$ cat src/rtl/match_timer_pkg.sv
`timescale 1ns/1ps
package match_timer_pkg;

  // Word slots of the register block; the order is the bus map.
  localparam int SLOT_BITS = 3;
  localparam int CMP_SLOTS = 4;

  typedef enum logic [SLOT_BITS-1:0] {
    SLOT_CMP0  = 3'd0,
    SLOT_CMP1  = 3'd1,
    SLOT_CMP2  = 3'd2,
    SLOT_CMP3  = 3'd3,
    SLOT_COUNT = 3'd4,
    SLOT_STAT  = 3'd5,
    SLOT_WDOG  = 3'd6,
    SLOT_IEN   = 3'd7
  } slot_e;

  typedef struct packed {
    logic  wr;
    logic  rd;
    logic  mapped;
    slot_e slot;
  } bus_dec_t;

endpackage

$ cat src/rtl/mt_decode.sv
`timescale 1ns/1ps
module mt_decode
  import match_timer_pkg::*;
#(
  parameter int ADDR_W = 6
) (
  input  logic              sel,
  input  logic              wr,
  input  logic [ADDR_W-1:0] addr,
  output bus_dec_t          dec
);
  localparam int SLOT_LSB = 2;
  localparam int SLOT_MSB = SLOT_LSB + SLOT_BITS - 1;

  logic aligned;
  logic in_window;

  assign aligned = (addr[SLOT_LSB-1:0] == '0);

  generate
    if (ADDR_W > SLOT_MSB + 1) begin : g_wide
      assign in_window = (addr[ADDR_W-1:SLOT_MSB+1] == '0);
    end else begin : g_exact
      assign in_window = 1'b1;
    end
  endgenerate

  assign dec.wr     = sel & wr;
  assign dec.rd     = sel & ~wr;
  assign dec.mapped = aligned & in_window;
  assign dec.slot   = slot_e'(addr[SLOT_MSB:SLOT_LSB]);

endmodule

$ cat src/rtl/mt_counter.sv
`timescale 1ns/1ps
module mt_counter #(
  parameter int W = 32
) (
  input  logic         clk,
  input  logic         rst_n,
  input  logic         tick_en,
  input  logic         ld_en,
  input  logic [W-1:0] ld_val,
  output logic [W-1:0] cnt_q,
  output logic         step
);
  function automatic logic [W-1:0] advance(input logic [W-1:0] v);
    return v + W'(1);
  endfunction

  // A bus load overrides the tick in the same cycle.
  assign step = tick_en & ~ld_en;

  always_ff @(posedge clk) begin
    if (!rst_n)     cnt_q <= '0;
    else if (ld_en) cnt_q <= ld_val;
    else if (step)  cnt_q <= advance(cnt_q);
  end


  cnt_step_chk: assert property (@(posedge clk) disable iff (!rst_n)
    step |=> cnt_q == $past(cnt_q) + W'(1));

  cnt_hold_chk: assert property (@(posedge clk) disable iff (!rst_n)
    (!tick_en && !ld_en) |=> $stable(cnt_q));

  cnt_load_chk: assert property (@(posedge clk) disable iff (!rst_n)
    ld_en |=> cnt_q == $past(ld_val));

endmodule

$ cat src/rtl/mt_channel.sv
`timescale 1ns/1ps
module mt_channel #(
  parameter int W = 32
) (
  input  logic         clk,
  input  logic         rst_n,
  input  logic [W-1:0] cnt_q,
  input  logic         step,
  input  logic         match_wr,
  input  logic [W-1:0] wdata,
  input  logic         stat_clr,
  output logic [W-1:0] match_q,
  output logic         hit,
  output logic         stat_q
);
  // True when the coming tick lands the counter exactly on the target.
  function automatic logic lands_on(input logic [W-1:0] now,
                                    input logic [W-1:0] target,
                                    input logic         adv);
    return adv && ((now + W'(1)) == target);
  endfunction

  assign hit = lands_on(cnt_q, match_q, step);

  always_ff @(posedge clk) begin
    if (!rst_n)        match_q <= '0;
    else if (match_wr) match_q <= wdata;
  end

  // Set outranks clear.
  always_ff @(posedge clk) begin
    if (!rst_n)        stat_q <= 1'b0;
    else if (hit)      stat_q <= 1'b1;
    else if (stat_clr) stat_q <= 1'b0;
  end


  match_load_chk: assert property (@(posedge clk) disable iff (!rst_n)
    match_wr |=> match_q == $past(wdata));

  stat_set_chk: assert property (@(posedge clk) disable iff (!rst_n)
    hit |=> stat_q && cnt_q == match_q);

  stat_clr_chk: assert property (@(posedge clk) disable iff (!rst_n)
    (stat_clr && !hit) |=> !stat_q);

  stat_keep_chk: assert property (@(posedge clk) disable iff (!rst_n)
    (stat_q && !stat_clr) |=> stat_q);

endmodule

$ cat src/rtl/mt_wdog.sv
`timescale 1ns/1ps
module mt_wdog (
  input  logic clk,
  input  logic rst_n,
  input  logic arm_wr,
  input  logic arm_bit,
  input  logic trig,
  output logic en_q,
  output logic req_q
);
  always_ff @(posedge clk) begin
    if (!rst_n)                  en_q <= 1'b0;
    else if (arm_wr && arm_bit)  en_q <= 1'b1;
  end

  always_ff @(posedge clk) begin
    if (!rst_n) req_q <= 1'b0;
    else        req_q <= en_q & trig;
  end


  wdog_sticky_chk: assert property (@(posedge clk) disable iff (!rst_n)
    en_q |=> en_q);

  req_source_chk: assert property (@(posedge clk) disable iff (!rst_n)
    $rose(req_q) |-> $past(en_q) && $past(trig));

  req_single_chk: assert property (@(posedge clk) disable iff (!rst_n)
    req_q |=> !req_q);

endmodule

$ cat src/rtl/match_timer.sv
`timescale 1ns/1ps
module match_timer
  import match_timer_pkg::*;
#(
  parameter int CNT_W   = 32,
  parameter int NUM_CH  = 4,
  parameter int ADDR_W  = 6,
  parameter int WDOG_CH = NUM_CH - 1
) (
  input  logic              clk,
  input  logic              rst_n,
  input  logic              tick_en,
  input  logic              bus_sel,
  input  logic              bus_wr,
  input  logic [ADDR_W-1:0] bus_addr,
  input  logic [CNT_W-1:0]  bus_wdata,
  output logic [CNT_W-1:0]  bus_rdata,
  output logic [NUM_CH-1:0] irq,
  output logic              wdog_rst_req
);
  bus_dec_t dec;
  logic     wr_ok;
  logic     wr_count, wr_stat, wr_wdog, wr_ien;

  logic [CNT_W-1:0]  cnt_q;
  logic              step;
  logic [NUM_CH-1:0] hit_vec;
  logic [NUM_CH-1:0] stat_vec;
  logic [NUM_CH-1:0] stat_clr;
  logic [NUM_CH-1:0] ien_q;
  logic [CNT_W-1:0]  match_arr [NUM_CH];
  logic              wdog_en;

  mt_decode #(.ADDR_W(ADDR_W)) u_decode (
    .sel  (bus_sel),
    .wr   (bus_wr),
    .addr (bus_addr),
    .dec  (dec)
  );

  assign wr_ok    = dec.wr & dec.mapped;
  assign wr_count = wr_ok & (dec.slot == SLOT_COUNT);
  assign wr_stat  = wr_ok & (dec.slot == SLOT_STAT);
  assign wr_wdog  = wr_ok & (dec.slot == SLOT_WDOG);
  assign wr_ien   = wr_ok & (dec.slot == SLOT_IEN);
  assign stat_clr = wr_stat ? bus_wdata[NUM_CH-1:0] : '0;

  mt_counter #(.W(CNT_W)) u_counter (
    .clk     (clk),
    .rst_n   (rst_n),
    .tick_en (tick_en),
    .ld_en   (wr_count),
    .ld_val  (bus_wdata),
    .cnt_q   (cnt_q),
    .step    (step)
  );

  generate
    for (genvar ch = 0; ch < NUM_CH; ch++) begin : g_ch
      localparam logic [SLOT_BITS-1:0] MY_SLOT = SLOT_BITS'(ch);
      logic match_wr;
      assign match_wr = wr_ok & (dec.slot == slot_e'(MY_SLOT));

      mt_channel #(.W(CNT_W)) u_chan (
        .clk      (clk),
        .rst_n    (rst_n),
        .cnt_q    (cnt_q),
        .step     (step),
        .match_wr (match_wr),
        .wdata    (bus_wdata),
        .stat_clr (stat_clr[ch]),
        .match_q  (match_arr[ch]),
        .hit      (hit_vec[ch]),
        .stat_q   (stat_vec[ch])
      );
    end
  endgenerate

  always_ff @(posedge clk) begin
    if (!rst_n)      ien_q <= '0;
    else if (wr_ien) ien_q <= bus_wdata[NUM_CH-1:0];
  end

  assign irq = stat_vec & ien_q;

  mt_wdog u_wdog (
    .clk     (clk),
    .rst_n   (rst_n),
    .arm_wr  (wr_wdog),
    .arm_bit (bus_wdata[0]),
    .trig    (hit_vec[WDOG_CH]),
    .en_q    (wdog_en),
    .req_q   (wdog_rst_req)
  );

  always_comb begin
    bus_rdata = '0;
    if (dec.rd && dec.mapped) begin
      case (dec.slot)
        SLOT_COUNT: bus_rdata = cnt_q;
        SLOT_STAT:  bus_rdata = CNT_W'(stat_vec);
        SLOT_WDOG:  bus_rdata = CNT_W'(wdog_en);
        SLOT_IEN:   bus_rdata = CNT_W'(ien_q);
        default: begin
          for (int c = 0; c < NUM_CH; c++)
            if (dec.slot == slot_e'(c[SLOT_BITS-1:0])) bus_rdata = match_arr[c];
        end
      endcase
    end
  end


  unmapped_read_chk: assert property (@(posedge clk) disable iff (!rst_n)
    (bus_sel && !dec.mapped) |-> bus_rdata == '0);

  unmapped_write_chk: assert property (@(posedge clk) disable iff (!rst_n)
    (bus_sel && bus_wr && !dec.mapped && !tick_en) |=>
      $stable(cnt_q) && $stable(ien_q) && $stable(wdog_en));

  irq_rise_chk: assert property (@(posedge clk) disable iff (!rst_n)
    $rose(irq[0]) |-> $past(hit_vec[0]) || $past(wr_ien));

endmodule

$ cat config.mk
export PLATFORM = sky130hd
export DESIGN_NAME = match_timer
export DESIGN_NICKNAME = d
export VERILOG_FILES = /design/src/rtl/match_timer_pkg.sv /design/src/rtl/mt_decode.sv /design/src/rtl/mt_counter.sv /design/src/rtl/mt_channel.sv /design/src/rtl/mt_wdog.sv /design/src/rtl/match_timer.sv
export SDC_FILE = /design/constraint.sdc
export NUM_CORES = 1
export LEC_CHECK = 0
export BUFFER_PORTS_ARGS = -buffer_cell sky130_fd_sc_hd__clkbuf_2
export CORE_ASPECT_RATIO = 1.75
export CORE_MARGIN = 5
export CORE_UTILIZATION = 50
export CTS_BUF_LIST = sky130_fd_sc_hd__clkbuf_8
export CTS_CLUSTER_DIAMETER = 120
export DETAILED_ROUTE_END_ITERATION = 10
export HOLD_SLACK_MARGIN = 0.02
export PLACE_DENSITY = 0.73
export REMOVE_ABC_BUFFERS = 1
export SETUP_SLACK_MARGIN = 0.2
export SYNTH_ARGS = -nofsm -noshare
export SYNTH_HDL_FRONTEND = slang
export SYNTH_SLANG_ARGS = --single-unit
$ cat constraint.sdc
create_clock -name clk -period 3.2 [get_ports clk]
set_input_delay 0.64 -clock clk [delete_from_list [all_inputs] [get_ports clk]]
set_output_delay 0.64 -clock clk [all_outputs]
set_load 0.05 [all_outputs]
== Word level (Yosys, flattened, before mapping) ==
Cells that the tools add are included.

* Add/sub/neg operators: 1
* Eq/ne operators: 11
* Mux-type cells: 17
* Bitwise logic cells: 18
* Reduce and logical (&&, ||, !) cells: 13

{| class="wikitable"
|+ Operator list
! kind !! count
|-
| 2-to-1 mux 32 bit || 7
|-
| == test 32 bit || 4
|-
| one-hot mux 32 bit (4 select lines) || 1
|-
| adder 32 x 1 -> 32 bit (second input constant) || 1
|-
| bitwise AND 1 bit || 14
|-
| == test 3 bit (second input constant) || 4
|-
| nonzero test 2 bit || 5
|-
| 2-to-1 mux 1 bit || 8
|-
| == test 3 x 2 -> 1 bit (second input constant) || 2
|-
| logical AND 1 bit || 6
|-
| bitwise AND 4 bit || 1
|-
| 2-to-1 mux 4 bit || 1
|-
| == test 3 x 1 -> 1 bit (second input constant) || 1
|-
| logical NOT 3 bit || 1
|-
| NOT 1 bit || 3
|-
| logical NOT 2 bit || 1
|}

* Flip-flop bits (word level): 170
* Input port bits: 43
* Output and inout bits: 37
* Word-level logic and storage cells: 72

== Logic depth before layout (Yosys ltp) ==
Gate-level depths: netlist (run 1).

* Depth in word-level cells: 8
* Gate-level depth with buffers: 11

== Modules after synthesis ==
From an unflattened synthesis (run 1), not the netlist that was laid out.

* Cell total of the unflattened synthesis: 1588
* Area total of the unflattened synthesis: 13837.0 sq um

{| class="wikitable"
|+ By module, submodules not included
! module !! instances !! cells each !! area each (sq um)
|-
| mt_channel || 4 || 297 || 2548.7
|-
| mt_counter || 1 || 251 || 1968.1
|-
| match_timer || 1 || 138 || 1572.8
|-
| mt_wdog || 1 || 5 || 57.6
|-
| mt_decode || 1 || 6 || 43.8
|}

== Least setup slack after synthesis (run 1) ==
Ideal clock, no wire load.

* Kind: input port to output port
* From: input bus_addr[3]
* To: output bus_rdata[16]
* Data arrival time: 3270 ps
* Setup slack: -710 ps
* Cell stages on the path: 8
* Cell sequence: clkbuf_1 -> nand2b_1 -> clkbuf_1 -> buf_1 -> nor2_1 -> a211oi_1 -> o21ai_0 -> a211oi_1

* Cells in the longest elaborated chain, start to end: 7
* Elaborated cells on any way between the ends: 14

{| class="wikitable"
|+ Ends and longest elaborated chain
! what !! line !! source
|-
| start: declaration || match_timer.sv:15 || <nowiki>input logic [ADDR_W-1:0] bus_addr,</nowiki>
|-
| logical NOT 3 bit || match_timer.sv:106 || <nowiki>if (dec.slot == slot_e'(c[SLOT_BITS-1:0])) bus_rdata = match_arr[c];</nowiki>
|-
| 2-to-1 mux 32 bit (4 in a row) || match_timer.sv:106 ||
|-
| one-hot mux 32 bit (4 select lines) * || match_timer.sv:99 || <nowiki>case (dec.slot)</nowiki>
|-
| 2-to-1 mux 32 bit * || match_timer.sv:98 || <nowiki>if (dec.rd && dec.mapped) begin</nowiki>
|-
| end: declaration || match_timer.sv:17 || <nowiki>output logic [CNT_W-1:0] bus_rdata,</nowiki>
|}

Mark *: on every way between the ends. The rest lies on a longest branch, timed or not.

== Worst setup path after layout (run 1) ==
* From: register u_counter.cnt_q[0]
* To: register g_ch[0].u_chan.stat_q

* Cells in the longest elaborated chain, start to end: 4
* Elaborated cells on any way between the ends: 5

{| class="wikitable"
|+ Ends and longest elaborated chain
! what !! line !! source
|-
| start: declaration || mt_counter.sv:10 || <nowiki>output logic [W-1:0] cnt_q,</nowiki>
|-
| start signal: assignment || mt_counter.sv:22 || <nowiki>else if (ld_en) cnt_q <= ld_val;</nowiki>
|-
| start signal: assignment || mt_counter.sv:23 || <nowiki>else if (step) cnt_q <= advance(cnt_q);</nowiki>
|-
| adder 32 x 1 -> 32 bit * || mt_channel.sv:20 || <nowiki>return adv && ((now + W'(1)) == target);</nowiki>
|-
| == test 32 bit * || mt_channel.sv:20 ||
|-
| logical AND 1 bit * || mt_channel.sv:20 ||
|-
| 2-to-1 mux 1 bit or nonzero test 2 bit (tied branches) || - ||
|-
| end signal: assignment || mt_channel.sv:32 || <nowiki>if (!rst_n) stat_q <= 1'b0;</nowiki>
|-
| end signal: assignment || mt_channel.sv:33 || <nowiki>else if (hit) stat_q <= 1'b1;</nowiki>
|-
| end signal: assignment || mt_channel.sv:34 || <nowiki>else if (stat_clr) stat_q <= 1'b0;</nowiki>
|-
| end: declaration || mt_channel.sv:14 || <nowiki>output logic stat_q</nowiki>
|}

Marks and branches as above.
A chain may end at the register's enable or synchronous reset.

==> results.py, run 1 <==
metrics = {
    "status": {
        "status": "complete, no violations",
    },
    "global_route": {
        "grt_max_degree": 65,
        "grt_usage_pct": 41.42,
        "antenna_found_initial": 1,
        "grt_pass1_vias": 12590,
        "grt_first_pass_wirelength_um": 78480,
        "gr-total-overflow": 0,
    },
    "yosys": {
        "synth-compound-area-share_pct": 20.28,
        "synth_top_cell_area_share_pct": 30.01,
        "synth_mux_area_share_pct": 4.898,
        "synth_edf_count": 0,
        "yosys.area.top_type": "dfxtp_1",
        "synth_async_sr_flop_share_pct": 0,
        "ys.warnings.count": 0,
        "synth_cell_types": 78,
        "syn_avg_cell_area_um2": 7.341,
        "synth-xor-area-share_pct": 13.35,
        "yosys.area_share.adder_pct": 0.1103,
        "synth_area_um2": 11340,
        "synth_top_family_by_area": "simple AND/OR/NAND/NOR gates",
        "yosys-top-cells-area": "dfxtp_1 30%, nand2_1 11%, a21oi_1 7.5%, xnor2_1 7.4%, xor2_1 4.9%",
        "yosysSeqAreaShare_pct": 30.01,
        "synth-seq-cells": 170,
        "synthCells": 1545,
        "synth-simple-area-share_pct": 26.27,
        "ys.flop_type": "dfxtp_1",
    },
    "setup_path": {
        "r2r_start": "u_counter.cnt_q[0]",
        "r2r_cells": 9,
        "reg2reg_setup_slack_ns": 0.16,
        "arrival_ns": 3.48,
        "crit_fanout": 4,
        "end_kind": "register",
        "critical_path_class": "register to register",
        "regToRegEndpoint": "g_ch[0].u_chan.stat_q",
        "startpoint_type": "register",
        "critPathRequiredTime_ns": 3.64,
    },
    "hold_path": {
        "min_to": "g_ch[1].u_chan.match_q[11]",
        "worstHoldPathCells": 3,
        "hp-start": "bus_wdata[11]",
        "holdCritPathClass": "input pin to register",
    },
    "sta": {
        "fin_skew_ns": 0.01165,
        "maxSlewViolCount": 0,
        "max_slew_margin_pct": 39.94,
        "tns_ns": 0,
        "rsz0062_at_grt": "yes",
        "fin_crit_sh_pct": 94.91,
        "setup_viol": 0,
        "tightestPinTransition_ns": 0.8892,
        "hold_violations": 0,
        "fin_crit_ns": 3.037,
        "fmax_mhz": 329.3,
    },
    "clock_tree": {
        "postCtsHoldBufs": 0,
        "htree_num_levels": 4,
        "clock_latency_ns": 0.52,
        "cts_tree": "done",
        "root_buffer": "clkbuf_8",
        "cts_made_buffers": 17,
        "cts.sinks": 170,
        "cts.reportedPaths.clkPinSlew_ns": 0.10,
        "max-clock-path-buffers": 2,
    },
    "pwr": {
        "power_leakage_uw": 0.005185,
        "finalPower_uw": 4276,
        "ir_drop_mv": 0.3511,
        "power_density_nw_per_um2": 298.9,
    },
    "routing": {
        "dr.first_iter.drc_count": 1380,
        "ant_nets": 0,
        "via_count": 12680,
        "routedWlPerCell_um": 26.57,
        "dr.pass1.iters": 6,
        "avgViaCountPerCell": 6.341,
        "wl_um": 53110,
        "drc": 0,
    },
    "placement": {
        "port_buffers": 79,
        "place_congestion": 1.081,
        "placedCellCount": 1961,
        "place.detailed.hpwl_um": 38890,
    },
    "final_layout": {
        "mostFrequentLayoutCell": "nand2_1",
        "seq_area_um2": 3413,
        "drive_above_1_share_pct": 21.32,
        "multi_input_area_um2": 7731,
        "fin_util_pct": 63.41,
        "instances_no_fill": 1999,
        "nNetsFinal": 1731,
        "fillCellCount": 2020,
        "syn_to_final_growth_pct": 26.12,
        "final_cell_mix": "324 x nand2_1, 170 x a21oi_1, 164 x dfxtp_1",
    },
    "die": {
        "pin_count": 80,
        "initial_core_util_pct": 50.27,
        "die_w_um": 123.9,
        "core-area_um2": 22560,
        "die_area_um2": 25910,
        "die_y_um": 209.2,
        "rows": 73,
    },
    "run": {
        "maxCapViolations": 0,
    },
}
per-stage QoR:
| step | area, um2 | worst slack (ns) | hold WS, ns |
|---|---|---|---|
| 2_1_floorplan | 10820 | -1.443 | 0.4451 |
| 3_3_place_gp | 13460 | -0.1504 | 0.4657 |
| 3_5_place_dp | 13460 | -0.2190 | 0.4711 |
| 4_1_cts | 14030 | 0.1776 | 0.3751 |
| 5_1_grt | 14300 | 0.07390 | 0.3966 |
| 6_report | 14310 | 0.1630 | 0.3967 |
cell usage after synthesis, types with 23 or more instances:
cell	count
a211oi_1	69
a21oi_1	170
clkbuf_1	105
dfxtp_1	170
mux2i_1	42
nand2_1	324
nand3_1	31
nand4_1	23
nor2_1	107
nor2b_1	26
o21ai_0	70
xnor2_1	96
xor2_1	64
registers in the layout (all words and copies together) (netlist names):
name                 cells
u_counter.cnt_q         32
u_wdog.req_q             1
ien_q                    4
u_wdog.en_q              1
g_ch.u_chan.stat_q       4
g_ch.u_chan.match_q    128
worst max-delay path by stage:
stage                                  start                    end  slack (ns)  cells past startpoint
after floorplan                  bus_addr[4]  g_ch[3].u_chan.stat_q       -1.44                      8
after global placement    u_counter.cnt_q[0]           u_wdog.req_q       -0.15                     11
after detailed placement  u_counter.cnt_q[0]  g_ch[0].u_chan.stat_q       -0.22                      9
after CTS                 u_counter.cnt_q[0]  g_ch[0].u_chan.stat_q        0.18                      9
after global routing      u_counter.cnt_q[1]  g_ch[0].u_chan.stat_q        0.07                      9
final                     u_counter.cnt_q[0]  g_ch[0].u_chan.stat_q        0.16                      9
per-layer routing:
metal | GRT usage (%) | wire, um | vias to the layer above
met5 | 0 | 0 | -
met4 | 33.50 | 5359 | 0
met3 | 7.501 | 3718 | 264
met2 | 70.64 | 26600 | 732
met1 | 43.15 | 17430 | 6009
li1 | - | - | 5671
worst max-delay path, cell delays in order (launching register included):
cell and delay, ns:
dfxtp_2 0.37, ha_4 0.16, nand4_1 0.15, or4_4 0.50, or3_4 0.43, xor2_1 0.16
a221o_1 0.39, a2111oi_4 0.30, nand4_1 0.26, o31ai_1 0.25
area by class of cell:
type | count | share of cell area, %
tap | 300 | 2.624
clock buffer | 19 | 1.828
timing repair buffer | 252 | 16.16
multi-input combinational | 1230 | 54.05
antenna | 1 | 0.01749
sequential | 170 | 23.86
clock inverter | 11 | 1.023
inverter | 16 | 0.4373
where the power goes:
group / total (uW) / internal [uW] / switching, uW
Clock: 1670 / 807 / 868
Sequential: 2140 / 2130 / 14.5
Combinational: 461 / 166 / 296
Total: 4280 / 3100 / 1180
cell families after synthesis:
group                    count (synthesis)
AND/OR/NAND/NOR                        638
AO/OA/AOI/OAI                          378
flip-flops                             170
XOR/XNOR                               165
buffers and inverters                  145
multiplexers                            48
adder cells (fa/ha/maj)                  1
timing repair:
action,4_1_cts,5_1_grt
pin swaps,6,11
endpoints found under the setup margin,5,18
setup buffers,2,5
endpoints found under the hold margin,0,0
resized for setup,34,46
Note: power is estimated with default switching activity, not from simulation.
==> run 2: changes to the inputs <==
- ABC_AREA: default -> 1
==> results.py, run 2 <==
metrics = {
    "clock_tree": {
        "root_buffer": "clkbuf_8",
        "htree_num_levels": 4,
        "postCtsHoldBufs": 0,
        "clock_latency_ns": 0.51,
        "cts.sinks": 170,
        "cts_tree": "done",
        "max-clock-path-buffers": 2,
        "cts_made_buffers": 17,
        "cts.reportedPaths.clkPinSlew_ns": 0.09,
    },
    "routing": {
        "dr.first_iter.drc_count": 1274,
        "dr.pass1.iters": 6,
        "drc": 0,
        "wl_um": 45570,
        "via_count": 12880,
        "avgViaCountPerCell": 5.893,
        "ant_nets": 0,
        "routedWlPerCell_um": 20.86,
    },
    "placement": {
        "place_congestion": 1.009,
        "port_buffers": 79,
        "place.detailed.hpwl_um": 33300,
        "place_ws_ns": 0.1575,
        "dpl_cell_area_um2": 12160,
    },
    "pwr": {
        "ir_drop_mv": 0.3649,
        "power_density_nw_per_um2": 328.6,
        "power_leakage_uw": 0.005260,
    },
    "sta": {
        "maxSlewViolCount": 0,
        "tightestPinTransition_ns": 0.7275,
        "fin_crit_ns": 2.984,
        "setup_viol": 0,
        "fmax_mhz": 335.2,
        "fin_skew_ns": 0.02036,
        "max_slew_margin_pct": 51.45,
        "hold_ws_ns": 0.4293,
        "rsz0062_at_grt": "yes",
        "worst_slack_ns": 0.2165,
        "fin_crit_sh_pct": 93.23,
        "tns_ns": 0,
        "hold_violations": 0,
    },
    "hold_path": {
        "min_to": "u_counter.cnt_q[25]",
        "hp-start": "bus_wdata[25]",
        "holdCritPathClass": "input pin to register",
        "worstHoldPathCells": 3,
    },
    "yosys": {
        "synth_common_cells": "524 x nand2_1, 203 x inv_1, 173 x o21ai_0",
        "yosysMostFrequentCell": "nand2_1",
        "synth_async_sr_flop_share_pct": 0,
        "synth_top_cell_area_share_pct": 31.39,
        "yosysSeqAreaShare_pct": 31.39,
        "syn_avg_cell_area_um2": 5.983,
        "synth-seq-cells": 170,
        "synth_mux_area_share_pct": 0,
        "ys.flop_type": "dfxtp_1",
        "synth_cell_types": 38,
        "synth-xor-area-share_pct": 1.835,
        "yosys.area.top_type": "dfxtp_1",
        "synth-simple-area-share_pct": 34.89,
        "synth_top_family_by_area": "simple AND/OR/NAND/NOR gates",
        "synth_edf_count": 0,
        "synth-compound-area-share_pct": 21.92,
        "ys.warnings.count": 0,
        "synthCells": 1812,
        "yosys-top-cells-area": "dfxtp_1 31%, nand2_1 18%, o21ai_0 8.0%, a21oi_1 7.5%, nand3_1 7.4%",
        "yosys.area_share.adder_pct": 0.1154,
        "synth_area_um2": 10840,
    },
    "die": {
        "pin_count": 80,
        "die_w_um": 121.3,
        "initial_core_util_pct": 50.63,
        "core-area_um2": 21410,
        "die_area_um2": 24840,
        "rows": 71,
        "die_y_um": 204.8,
    },
    "global_route": {
        "grt_first_pass_wirelength_um": 68190,
        "grt_usage_pct": 36.34,
        "grt_busiest_layer": "met2",
        "met2_usage_pct": 62.39,
        "grt_max_degree": 76,
        "grt_use_met1_pct": 37.49,
        "use_met3_pct": 7.044,
        "grt_pass1_vias": 12340,
        "antenna_found_initial": 0,
        "gr-total-overflow": 0,
    },
    "setup_path": {
        "critPathRequiredTime_ns": 2.56,
        "r2r_start": "u_counter.cnt_q[13]",
        "startpoint_type": "input pin",
        "reg2reg_setup_slack_ns": 0.41,
        "crit_fanout": 19,
        "critical_path_class": "input pin to output pin",
        "regToRegEndpoint": "g_ch[1].u_chan.stat_q",
        "end_kind": "output pin",
        "r2r_cells": 12,
        "arrival_ns": 2.34,
    },
    "final_layout": {
        "final_cell_mix": "524 x nand2_1, 202 x inv_1, 173 x o21ai_0",
        "drive_above_1_share_pct": 10.99,
        "seq_area_um2": 3406,
        "design_area_um2": 12650,
        "fin_util_pct": 59.08,
        "multi_input_area_um2": 6414,
        "n_antenna_cell": 0,
        "syn_to_final_growth_pct": 16.69,
        "top_register": "g_ch.u_chan.match_q",
        "largest_reg_flops": 128,
        "fillCellCount": 2172,
        "mostFrequentLayoutCell": "nand2_1",
        "nNetsFinal": 1924,
        "top_regs": "g_ch.u_chan.match_q (128), u_counter.cnt_q (32)",
    },
    "run": {
        "maxCapViolations": 0,
    },
    "status": {
        "status": "complete, no violations",
    },
}
run 2: kinds of logic (layout without fill, tap and decap cells):
family	count (synthesis)	after routing
xor+xnor	18	18
compound gates	439	439
flops	170	170
buf+inv	282	363
simple gates	902	902
fa+ha+maj	1	1
run 2: how the worst max path moves through the flow:
stage                           start       endpoint  slack (ns)  depth (start not counted)
after floorplan           bus_addr[3]   bus_rdata[3]       -1.47                          7
after global routing      bus_addr[3]   bus_rdata[3]        0.12                         11
after CTS                 bus_addr[2]   bus_rdata[0]        0.21                         10
after global placement    bus_addr[4]   bus_rdata[2]        0.17                          8
after detailed placement  bus_addr[4]   bus_rdata[2]        0.16                          8
final                     bus_addr[1]  bus_rdata[16]        0.22                          9
run 2: what timing repair did:
| item | CTS | global route |
|---|---|---|
| gates cloned | 0 | 1 |
| pin swaps | 0 | 3 |
| buffers inserted | 0 | 1 |
| endpoints found under the setup margin | 1 | 11 |
| resized for setup | 1 | 17 |
run 2: cell type report:
cell class | count | share of cell area, %
clock buffers | 21 | 2.285
multi-input cells | 1360 | 50.70
repair buffers | 121 | 10.01
clock inverters | 11 | 0.9397
inverters | 210 | 6.251
flip-flops and latches | 170 | 26.92
well taps | 292 | 2.888
run 2: power breakdown:
part | switching [uW] | internal, uW | total [uW]
clock network | 853 | 773 | 1630
registers | 11.0 | 2130 | 2140
logic | 277 | 116 | 393
run 2: routing by layer:
metal,vias to the layer above,routed length (um),part of all wire (%)
li1,6092,-,-
met1,5790,15150,33
met2,748,22020,48
met3,246,3921,8.6
met4,0,4479,9.8
met5,-,0,0
run 2: through the flow:
| stage | total power (uW) | instances |
|---|---|---|
| finish | 4156 | 2185 |
| CTS | 4144 | 2183 |
| detailed placement | 2554 | 2151 |
| floorplan | 2356 | 1740 |
| global placement | 2550 | 2151 |
| global route | 4275 | 2185 |
run 2: worst max-delay path, cell delays in order:
cell and delay (ns):
clkbuf_2 0.08, nor2_1 0.13, nand2_1 0.07, nor3_1 0.14
buf_4 0.17, inv_1 0.22, buf_4 0.34, a21oi_1 0.34
buf_12 0.19
